File: src/rtl/dma_ctl_pkg.sv
// Package: shared types and bit positions for the DMA register port.
// Assumes a fixed 32-bit descriptor pointer and 8-bit command/status registers.
package dma_ctl_pkg;

    localparam int unsigned PTR_W    = 32;
    localparam int unsigned REG_W    = 8;
    localparam int unsigned LANES    = PTR_W / 8;

    localparam int unsigned CMD_RUN  = 0;
    localparam int unsigned CMD_DIR  = 3;
    localparam int unsigned ST_ACT   = 0;
    localparam int unsigned ST_ERR   = 1;
    localparam int unsigned ST_IRQ   = 2;
    localparam int unsigned ST_SW_LO = 5;
    localparam int unsigned ST_SW_HI = 6;

    typedef enum logic [1:0] {
        LEN_BYTE = 2'd0,
        LEN_HALF = 2'd1,
        LEN_WORD = 2'd2,
        LEN_RSVD = 2'd3
    } acc_len_e;

    typedef struct packed {
        logic             legal;
        logic             cmd;
        logic             sts;
        logic             hole;
        logic [LANES-1:0] lanes;
    } acc_kind_t;

endpackage

File: src/rtl/dma_ctl_decode.sv
// Module: splits a window offset into channel and register and checks the
// access length. Assumes CH_COUNT is a power of two and at least 2.
module dma_ctl_decode
    import dma_ctl_pkg::*;
#(
    parameter int CH_COUNT = 2,
    localparam int CH_W    = $clog2(CH_COUNT),
    localparam int AW      = 3 + CH_W
) (
    input  logic [AW-1:0]   addr,
    input  logic [1:0]      len,
    output logic [CH_W-1:0] ch,
    output acc_kind_t       kind
);

    logic [2:0] ofs;
    logic       is_byte;

    assign ofs     = addr[2:0];
    assign ch      = addr[AW-1:3];
    assign is_byte = (acc_len_e'(len) == LEN_BYTE);

    // Classify the access and decide whether its length is allowed.
    always_comb begin
        kind = '0;
        unique case (ofs)
            3'd0: begin
                kind.cmd   = is_byte;
                kind.legal = is_byte;
            end
            3'd2: begin
                kind.sts   = is_byte;
                kind.legal = is_byte;
            end
            3'd1, 3'd3: begin
                kind.hole  = is_byte;
                kind.legal = is_byte;
            end
            3'd4: begin
                if (is_byte) begin
                    kind.lanes = 4'b0001;
                    kind.legal = 1'b1;
                end else if (acc_len_e'(len) == LEN_WORD) begin
                    kind.lanes = 4'b1111;
                    kind.legal = 1'b1;
                end
            end
            default: begin
                if (is_byte) begin
                    kind.lanes = 4'b0001 << ofs[1:0];
                    kind.legal = 1'b1;
                end
            end
        endcase
    end

endmodule

File: src/rtl/dma_ctl_chan.sv
// Module: one channel's command, status and descriptor-pointer registers.
// Assumes write enables are already qualified by decode and legality.
module dma_ctl_chan
    import dma_ctl_pkg::*;
(
    input  logic             clk,
    input  logic             rst_n,
    input  logic             wr_cmd,
    input  logic             wr_sts,
    input  logic [LANES-1:0] wr_ptr,
    input  logic [PTR_W-1:0] wdata,
    input  logic             hw_done,
    input  logic             hw_err,
    input  logic             hw_irq,
    output logic             run,
    output logic             dir,
    output logic             start_pulse,
    output logic [REG_W-1:0] cmd_rb,
    output logic [REG_W-1:0] sts_rb,
    output logic [PTR_W-1:0] ptr
);

    logic act_q, err_q, irq_q, sw5_q, sw6_q;
    logic go_rise, go_fall;

    assign go_rise = wr_cmd &&  wdata[CMD_RUN] && !run;
    assign go_fall = wr_cmd && !wdata[CMD_RUN] &&  run;

    // Command bits and the one-cycle start strobe.
    always_ff @(posedge clk) begin
        if (!rst_n) begin
            run         <= 1'b0;
            dir         <= 1'b0;
            start_pulse <= 1'b0;
        end else begin
            start_pulse <= go_rise;
            if (wr_cmd) begin
                run <= wdata[CMD_RUN];
                dir <= wdata[CMD_DIR];
            end
        end
    end

    // Active bit: set on start, cleared on stop or engine done.
    always_ff @(posedge clk) begin
        if (!rst_n)                   act_q <= 1'b0;
        else if (go_rise)             act_q <= 1'b1;
        else if (go_fall || hw_done)  act_q <= 1'b0;
    end

    // Error and interrupt flags: hardware set wins over write-one-to-clear.
    always_ff @(posedge clk) begin
        if (!rst_n) begin
            err_q <= 1'b0;
            irq_q <= 1'b0;
        end else begin
            if (hw_err)                        err_q <= 1'b1;
            else if (wr_sts && wdata[ST_ERR])  err_q <= 1'b0;
            if (hw_irq)                        irq_q <= 1'b1;
            else if (wr_sts && wdata[ST_IRQ])  irq_q <= 1'b0;
        end
    end

    // Plain software-owned status bits.
    always_ff @(posedge clk) begin
        if (!rst_n) begin
            sw5_q <= 1'b0;
            sw6_q <= 1'b0;
        end else if (wr_sts) begin
            sw5_q <= wdata[ST_SW_LO];
            sw6_q <= wdata[ST_SW_HI];
        end
    end

    // Descriptor pointer, one register per byte lane.
    for (genvar g = 0; g < LANES; g++) begin : g_lane
        always_ff @(posedge clk) begin
            if (!rst_n)         ptr[g*8 +: 8] <= '0;
            else if (wr_ptr[g]) ptr[g*8 +: 8] <= wdata[g*8 +: 8];
        end
    end

    assign cmd_rb = {4'b0, dir, 2'b0, run};
    assign sts_rb = {1'b0, sw6_q, sw5_q, 2'b0, irq_q, err_q, act_q};

    // Strobe never lasts more than one cycle.
    p_pulse_single_r5: assert property (@(posedge clk) disable iff (!rst_n)
        start_pulse |=> !start_pulse);
    // Strobe coincides with a running, active channel.
    p_pulse_active_r5: assert property (@(posedge clk) disable iff (!rst_n)
        start_pulse |-> (run && act_q));
    // Engine error event always lands.
    p_hw_err_r8: assert property (@(posedge clk) disable iff (!rst_n)
        hw_err |=> err_q);
    // Engine interrupt event always lands.
    p_hw_irq_r8: assert property (@(posedge clk) disable iff (!rst_n)
        hw_irq |=> irq_q);
    // Status writes cannot move the active bit.
    p_act_ro_r6: assert property (@(posedge clk) disable iff (!rst_n)
        (wr_sts && !wr_cmd && !hw_done) |=> $stable(act_q));
    // Error flag holds unless written with a one.
    p_w1c_keep_r7: assert property (@(posedge clk) disable iff (!rst_n)
        (err_q && !(wr_sts && wdata[ST_ERR])) |=> err_q);

endmodule

File: src/rtl/dma_ctl_regs.sv
// Module: top of the DMA register port. Decodes requests, steers writes to
// the addressed channel, muxes read data and registers the response.
// Assumes one request per cycle and reads without side effects.
module dma_ctl_regs
    import dma_ctl_pkg::*;
#(
    parameter int CH_COUNT = 2,
    localparam int CH_W    = $clog2(CH_COUNT),
    localparam int AW      = 3 + CH_W
) (
    input  logic                      clk,
    input  logic                      rst_n,
    input  logic                      req_valid,
    input  logic                      req_write,
    input  logic [AW-1:0]             req_addr,
    input  logic [1:0]                req_len,
    input  logic [PTR_W-1:0]          req_wdata,
    output logic                      rsp_valid,
    output logic [PTR_W-1:0]          rsp_rdata,
    output logic                      rsp_err,
    input  logic [CH_COUNT-1:0]       eng_done,
    input  logic [CH_COUNT-1:0]       eng_err,
    input  logic [CH_COUNT-1:0]       eng_irq,
    output logic [CH_COUNT-1:0]       run,
    output logic [CH_COUNT-1:0]       dir,
    output logic [CH_COUNT-1:0]       start_pulse,
    output logic [CH_COUNT*PTR_W-1:0] tbl_ptr
);

    logic [CH_W-1:0]  sel_ch;
    acc_kind_t        kind;
    logic             do_wr;
    logic [PTR_W-1:0] lane_data;
    logic [PTR_W-1:0] rd_mux;
    logic [REG_W-1:0] cmd_rb [CH_COUNT];
    logic [REG_W-1:0] sts_rb [CH_COUNT];
    logic [PTR_W-1:0] ptr_q  [CH_COUNT];

    dma_ctl_decode #(.CH_COUNT(CH_COUNT)) u_decode (
        .addr (req_addr),
        .len  (req_len),
        .ch   (sel_ch),
        .kind (kind)
    );

    assign do_wr     = req_valid && req_write && kind.legal;
    // Byte writes are replicated so each pointer lane sees its byte.
    assign lane_data = (kind.lanes == 4'b1111) ? req_wdata : {LANES{req_wdata[7:0]}};

    for (genvar c = 0; c < CH_COUNT; c++) begin : g_ch
        logic hit;
        assign hit = do_wr && (sel_ch == CH_W'(c));

        dma_ctl_chan u_chan (
            .clk         (clk),
            .rst_n       (rst_n),
            .wr_cmd      (hit && kind.cmd),
            .wr_sts      (hit && kind.sts),
            .wr_ptr      (hit ? kind.lanes : '0),
            .wdata       (lane_data),
            .hw_done     (eng_done[c]),
            .hw_err      (eng_err[c]),
            .hw_irq      (eng_irq[c]),
            .run         (run[c]),
            .dir         (dir[c]),
            .start_pulse (start_pulse[c]),
            .cmd_rb      (cmd_rb[c]),
            .sts_rb      (sts_rb[c]),
            .ptr         (ptr_q[c])
        );

        assign tbl_ptr[c*PTR_W +: PTR_W] = ptr_q[c];
    end

    // Select read data for the addressed register.
    always_comb begin
        rd_mux = '0;
        if (kind.cmd)                 rd_mux = PTR_W'(cmd_rb[sel_ch]);
        else if (kind.sts)            rd_mux = PTR_W'(sts_rb[sel_ch]);
        else if (kind.lanes == 4'b1111) rd_mux = ptr_q[sel_ch];
        else if (|kind.lanes)         rd_mux = PTR_W'(ptr_q[sel_ch][req_addr[1:0]*8 +: 8]);
    end

    // Register the response one cycle after each request.
    always_ff @(posedge clk) begin
        if (!rst_n) begin
            rsp_valid <= 1'b0;
            rsp_rdata <= '0;
            rsp_err   <= 1'b0;
        end else begin
            rsp_valid <= req_valid;
            rsp_err   <= req_valid && !kind.legal;
            rsp_rdata <= (req_valid && !req_write && kind.legal) ? rd_mux : '0;
        end
    end

    // Each request is answered in the next cycle.
    p_rsp_follow_r3: assert property (@(posedge clk) disable iff (!rst_n)
        req_valid |=> rsp_valid);
    // No response without a request.
    p_rsp_idle_r3: assert property (@(posedge clk) disable iff (!rst_n)
        !req_valid |=> !rsp_valid);
    // An error response carries no data.
    p_err_nodata_r2: assert property (@(posedge clk) disable iff (!rst_n)
        rsp_err |-> (rsp_valid && rsp_rdata == '0));

endmodule

File: config.mk
export PLATFORM = sky130hd
export DESIGN_NAME = dma_ctl_regs
export DESIGN_NICKNAME = d
export VERILOG_FILES = /design/src/rtl/dma_ctl_pkg.sv /design/src/rtl/dma_ctl_decode.sv /design/src/rtl/dma_ctl_chan.sv /design/src/rtl/dma_ctl_regs.sv
export SDC_FILE = /design/constraint.sdc
export NUM_CORES = 1
export LEC_CHECK = 0
export CORE_MARGIN = 4
export CORE_UTILIZATION = 41
export DETAILED_ROUTE_END_ITERATION = 8
export GPL_ROUTABILITY_DRIVEN = 0
export GPL_TIMING_DRIVEN = 0
export PLACE_DENSITY = 0.79
export SLEW_MARGIN = 30
export SYNTH_ARGS = -nofsm -noshare
export SYNTH_HDL_FRONTEND = slang
export SYNTH_HIERARCHICAL = 1
export SYNTH_SLANG_ARGS = --single-unit
File: constraint.sdc
create_clock -name clk -period 5.4 [get_ports clk]
set_clock_uncertainty 0.2 [all_clocks]
set_input_delay 0.54 -clock clk [delete_from_list [all_inputs] [get_ports clk]]
set_output_delay 0.54 -clock clk [all_outputs]
set_load 0.03 [all_outputs]
# Word-level counts from Yosys, hierarchy flattened
# Index checks and enable logic that the tools add are counted.
# word_totals
reg_bits	114
inputBits	48
out_inout_bits	104
elab_cells	121
# op_classes
magnitude_cmp	1
n_eq_ne	6
shift	2
mux	38
n_bitwise	4
reduce_logical	42
# op_table
op	n
32-bit 2-to-1 mux	5
8-bit 2-to-1 mux	7
32-bit by 6-bit variable part select with 8-bit output	1
4-bit 2-to-1 mux	6
1-bit logical AND	23
1-bit 2-to-1 mux	17
2-bit nonzero test	6
4-bit OR reduction	3
4-bit one-hot mux with 2 select lines	1
7-bit 2-to-1 mux	1
3-bit by 2-bit equality test with 1-bit output (second input constant)	2
1-bit zero test	5
4-bit equality test (second input constant)	1
1-bit by 2-bit left shift with 4-bit output (first input constant)	1
3-bit by 1-bit equality test with 1-bit output (second input constant)	1
3-bit equality test (second input constant)	1
3-bit zero test	1
1-bit NOT	3
2-bit equality test (second input constant)	1
2-bit >= comparator (second input constant)	1
2-bit zero test	1
1-bit logical OR	2
1-bit NOT with 2-bit output	1
1-bit one-hot mux with 2 select lines	1
2-bit AND reduction	1

# Depth between registers and ports, before layout
# logic_depth
ltp_word	12
depth_mapped	11

# Cells and area by module
# The synthesis kept the hierarchy.
# modules_own_cells
module	instances	cells_each	area_each_um2	seq_area_each_um2
dma_ctl_chan	2	151	1627.8	800.8
dma_ctl_regs	1	281	2290.9	680.7
dma_ctl_decode	1	19	128.9	0.0

# Worst setup path after synthesis
# Ideal clock, no wire load.
# synth_timing
path_kind	input -> register
startpoint	input req_addr[1]
endpoint	register g_ch[1].u_chan.ptr[27]
setup_time_ps	65
arrival_time_ps	2290
required_ps	5135
slack_ps	2845
path_stages	10
path_cell_list	buf_2 > or3b_1 > a21oi_1 > and4_1 > clkbuf_1 > clkbuf_1 > nand2_1 > nand2_1 > mux2i_1 > nor2b_1
# synth_lines
element	line	text
start, declared	dma_ctl_regs.sv:15	input logic [AW-1:0] req_addr,
end signal, assigned by index	dma_ctl_chan.sv:79	else if (wr_ptr[g]) ptr[g*8 +: 8] <= wdata[g*8 +: 8];
end, declared	dma_ctl_chan.sv:20	output logic [PTR_W-1:0] ptr

==> metrics.log <==
[metrics] setup TNS: 0 ps
[metrics] Post-Place Cells: 942
[metrics] count of input and output buffers: 150
[metrics] capturing element of the worst setup path: g_ch[1].u_chan/ptr[12]$_SDFFE_PN0P_
[metrics] commonest cells after routing, fill and taps aside: 150 x clkdlybuf4s50_1, 114 x mux2i_1, 114 x dfxtp_1, 82 x nand2_1, 80 x nor2b_1
[metrics] endpoint of the worst-slack reg-to-reg timing path: rsp_rdata[2]$_SDFF_PN0_
[metrics] floorplan die area: 15770 um2
[metrics] setup repair bufs after CTS: 0
[metrics] diodes inserted: 0
[metrics] data required time of the critical path: 5550 ps
[metrics] switching pwr: 0.4817 mW
[metrics] cell chosen for the clock root: clkbuf_16
[metrics] internal power of the cells: 1.629 mW
[metrics] number of clock sinks: 114
[metrics] final critical path time including I/O delays and setup: 3791 ps
[metrics] total congestion overflow after global routing: 0
[metrics] maximum resistive drop on vdd: 0.1706 mV
[metrics] vias in the first global route: 5315
[metrics] Post-Layout Cell Count: 974
[metrics] fraction of layout cells with a size suffix above 1: 12.78%
[metrics] portion of total power attributed to sequential cells: 40.2%
[metrics] power density over the cells: 262.6 nW/um2
[metrics] synth-to-layout area growth: 41.83%
[metrics] total via count after detailed routing: 5133
[metrics] All-Layer GR Usage: 23.88%
[metrics] Cell Rows: 42
[metrics] standard cell core area: 13400 um2
[metrics] CTS H-tree depth: 4
[metrics] CP startpoint kind: input pin
[metrics] number of max-slew violations in the final report: 0
[metrics] clock insertion delay at the later pin of the skew report: 420 ps
[metrics] relative slew slack: 53.51%
[metrics] startpoint-to-endpoint class of the critical path: in -> reg
[metrics] NumNets Final: 833
[metrics] Max-cap violations: 0
[metrics] hold violation count in the final report: 0
[metrics] launch point of the worst reg-to-reg path: g_ch[1].u_chan/ptr[18]$_SDFFE_PN0P_
[metrics] mean post-synth cell area: 9.447 um2
[metrics] length in cells of the worst reg-to-reg path: 4
[metrics] number of filler instances in the final layout: 1134
[metrics] R2R Setup Slk: 3700 ps
[metrics] setup repair after global routing missed its margin: no
[metrics] part of the total power dissipated in the clock network: 52.3%
[metrics] number of vias per cell after detailed routing: 5.270
[metrics] Final Cycle Share: 70.21%
[metrics] number of gates given a new drive strength after cts: 0
[metrics] area used by sequential logic in the layout: 2282 um2
[metrics] cts bufs inserted: 17
[metrics] effective utilization at floorplan: 42.30%
[metrics] post-route DRC violation count: 0
[metrics] I/O pin count: 152
[metrics] Sw Ratio: 22.82%
[metrics] most common cell after layout, fill and taps aside: clkdlybuf4s50_1
[metrics] horizontal die dimension: 125.6 um
[metrics] YS warnings: 6
[metrics] type of element capturing the critical path: flop
[metrics] maximum fanout count along the critical path: 10
[metrics] average wire per cell in the routed design: 19.65 um
[metrics] highest clock rate: 0.2638 GHz
[metrics] endpoint arrival time on the critical path: 3950 ps
[metrics] Critical Path Start: req_addr[0]
[metrics] Gate Count Post-Synth: 600
[metrics] leak pwr: 2.906 nW
[metrics] CTS tree: built
[metrics] hold buffer count at CTS: 0
[metrics] Final setup viols: 0
[metrics] worst min-delay path category: reg -> reg
[metrics] router iterations before antenna repair: 5
[metrics] status: finished clean
[metrics] Antenna Violating Nets Remaining: 0
[metrics] clock transition at the registers of the reported paths: 60 ps
[metrics] slew of the pin with the lowest slew margin: 697.4 ps
[metrics] Final Hold Slack: 321.7 ps
[metrics] multi-input combinational cell area: 2965 um2
[metrics] maximum number of pins on one net before global-route repair: 17
[metrics] post-synth design cell area: 5668 um2
[metrics] HPWL after detailed placement: 14230 um
[metrics] number of DRC markers after the initial detailed-route iteration: 351
[metrics] Clock Tree Buf Depth: 2
[metrics] antenna violations before repair: 0
[metrics] part of the total power dissipated in combinational logic: 7.5%
[metrics] die height: 125.6 um
[metrics] global-route wire length before repair: 29270 um
[metrics] Final Routed Wirelength: 19140 um
[area by class of cell]
type	count	area share (%)
Clock buffer	20	5.681
Timing Repair Buffer	150	18.68
Sequential cell	114	28.39
Buffer	72	5.930
Clock inverter	12	1.650
Tap cell	176	2.739
Inverter	1	0.04669
Multi-Input combinational cell	429	36.89
[flip-flops by register name, indices dropped and copies added (netlist names)]
register                 cells
g_ch.u_chan/sw5_q            2
g_ch.u_chan/act_q            2
g_ch.u_chan/sw6_q            2
g_ch.u_chan/irq_q            2
rsp_valid                    1
g_ch.u_chan/err_q            2
g_ch.u_chan/ptr             64
g_ch.u_chan/start_pulse      2
rsp_err                      1
rsp_rdata                   32
g_ch.u_chan/run              2
g_ch.u_chan/dir              2
[routing by layer]
metal | GRT usage (%) | routed length [um] | vias up
met4 | 12.44 | 815 | 0
met2 | 38.61 | 9011 | 264
li1 | - | - | 2352
met3 | 6.652 | 1514 | 59
met1 | 28.96 | 7800 | 2458
met5 | 0 | 0 | -
[how the worst min path moves through the flow]
| stage | startpoint | end | slack, ps | cells after the start |
|---|---|---|---|---|
| after floorplan | g_ch[0].u_chan/err_q$_SDFFE_PN0P_ | g_ch[0].u_chan/err_q$_SDFFE_PN0P_ | 270 | 2 |
| after global placement | g_ch[1].u_chan/err_q$_SDFFE_PN0P_ | g_ch[1].u_chan/err_q$_SDFFE_PN0P_ | 290 | 2 |
| after detailed placement | g_ch[1].u_chan/sw6_q$_SDFFE_PN0P_ | g_ch[1].u_chan/sw6_q$_SDFFE_PN0P_ | 310 | 2 |
| after CTS | g_ch[1].u_chan/err_q$_SDFFE_PN0P_ | g_ch[1].u_chan/err_q$_SDFFE_PN0P_ | 320 | 2 |
| after global routing | g_ch[1].u_chan/sw6_q$_SDFFE_PN0P_ | g_ch[1].u_chan/sw6_q$_SDFFE_PN0P_ | 340 | 2 |
| final | g_ch[1].u_chan/sw6_q$_SDFFE_PN0P_ | g_ch[1].u_chan/sw6_q$_SDFFE_PN0P_ | 320 | 2 |
[critical path, stage by stage]
cell	delay, ps
clkdlybuf4s50_1	610
buf_6	240
or3b_1	370
a21oi_1	420
and4_1	260
clkbuf_1	400
clkbuf_1	560
nand2_1	140
nand2_1	150
mux2i_1	120
nor2b_1	130
[power by group through the flow]
stage                     Combinational [mW]  Sequential, mW  Clock [mW]
final                                  0.159           0.848        1.10
after CTS                              0.155           0.847        1.12
after global routing                   0.167           0.847        1.16
after global placement                 0.151           0.865           0
after detailed placement               0.154           0.865           0
after floorplan                       0.0829           0.868           0
[per-stage QoR]
stage	utilization, %	total power [mW]	worst slack [ps]	instance area [um2]
3_5_place_dp	55.59	1.019	1295	7450
2_1_floorplan	-	0.9511	2845	5728
5_1_grt	59.99	2.173	1558	8039
6_report	59.99	2.111	1609	8039
4_1_cts	59.99	2.120	1701	8039
3_3_place_gp	55.59	1.016	1530	7450
Power figures use the tool's default switching activity.
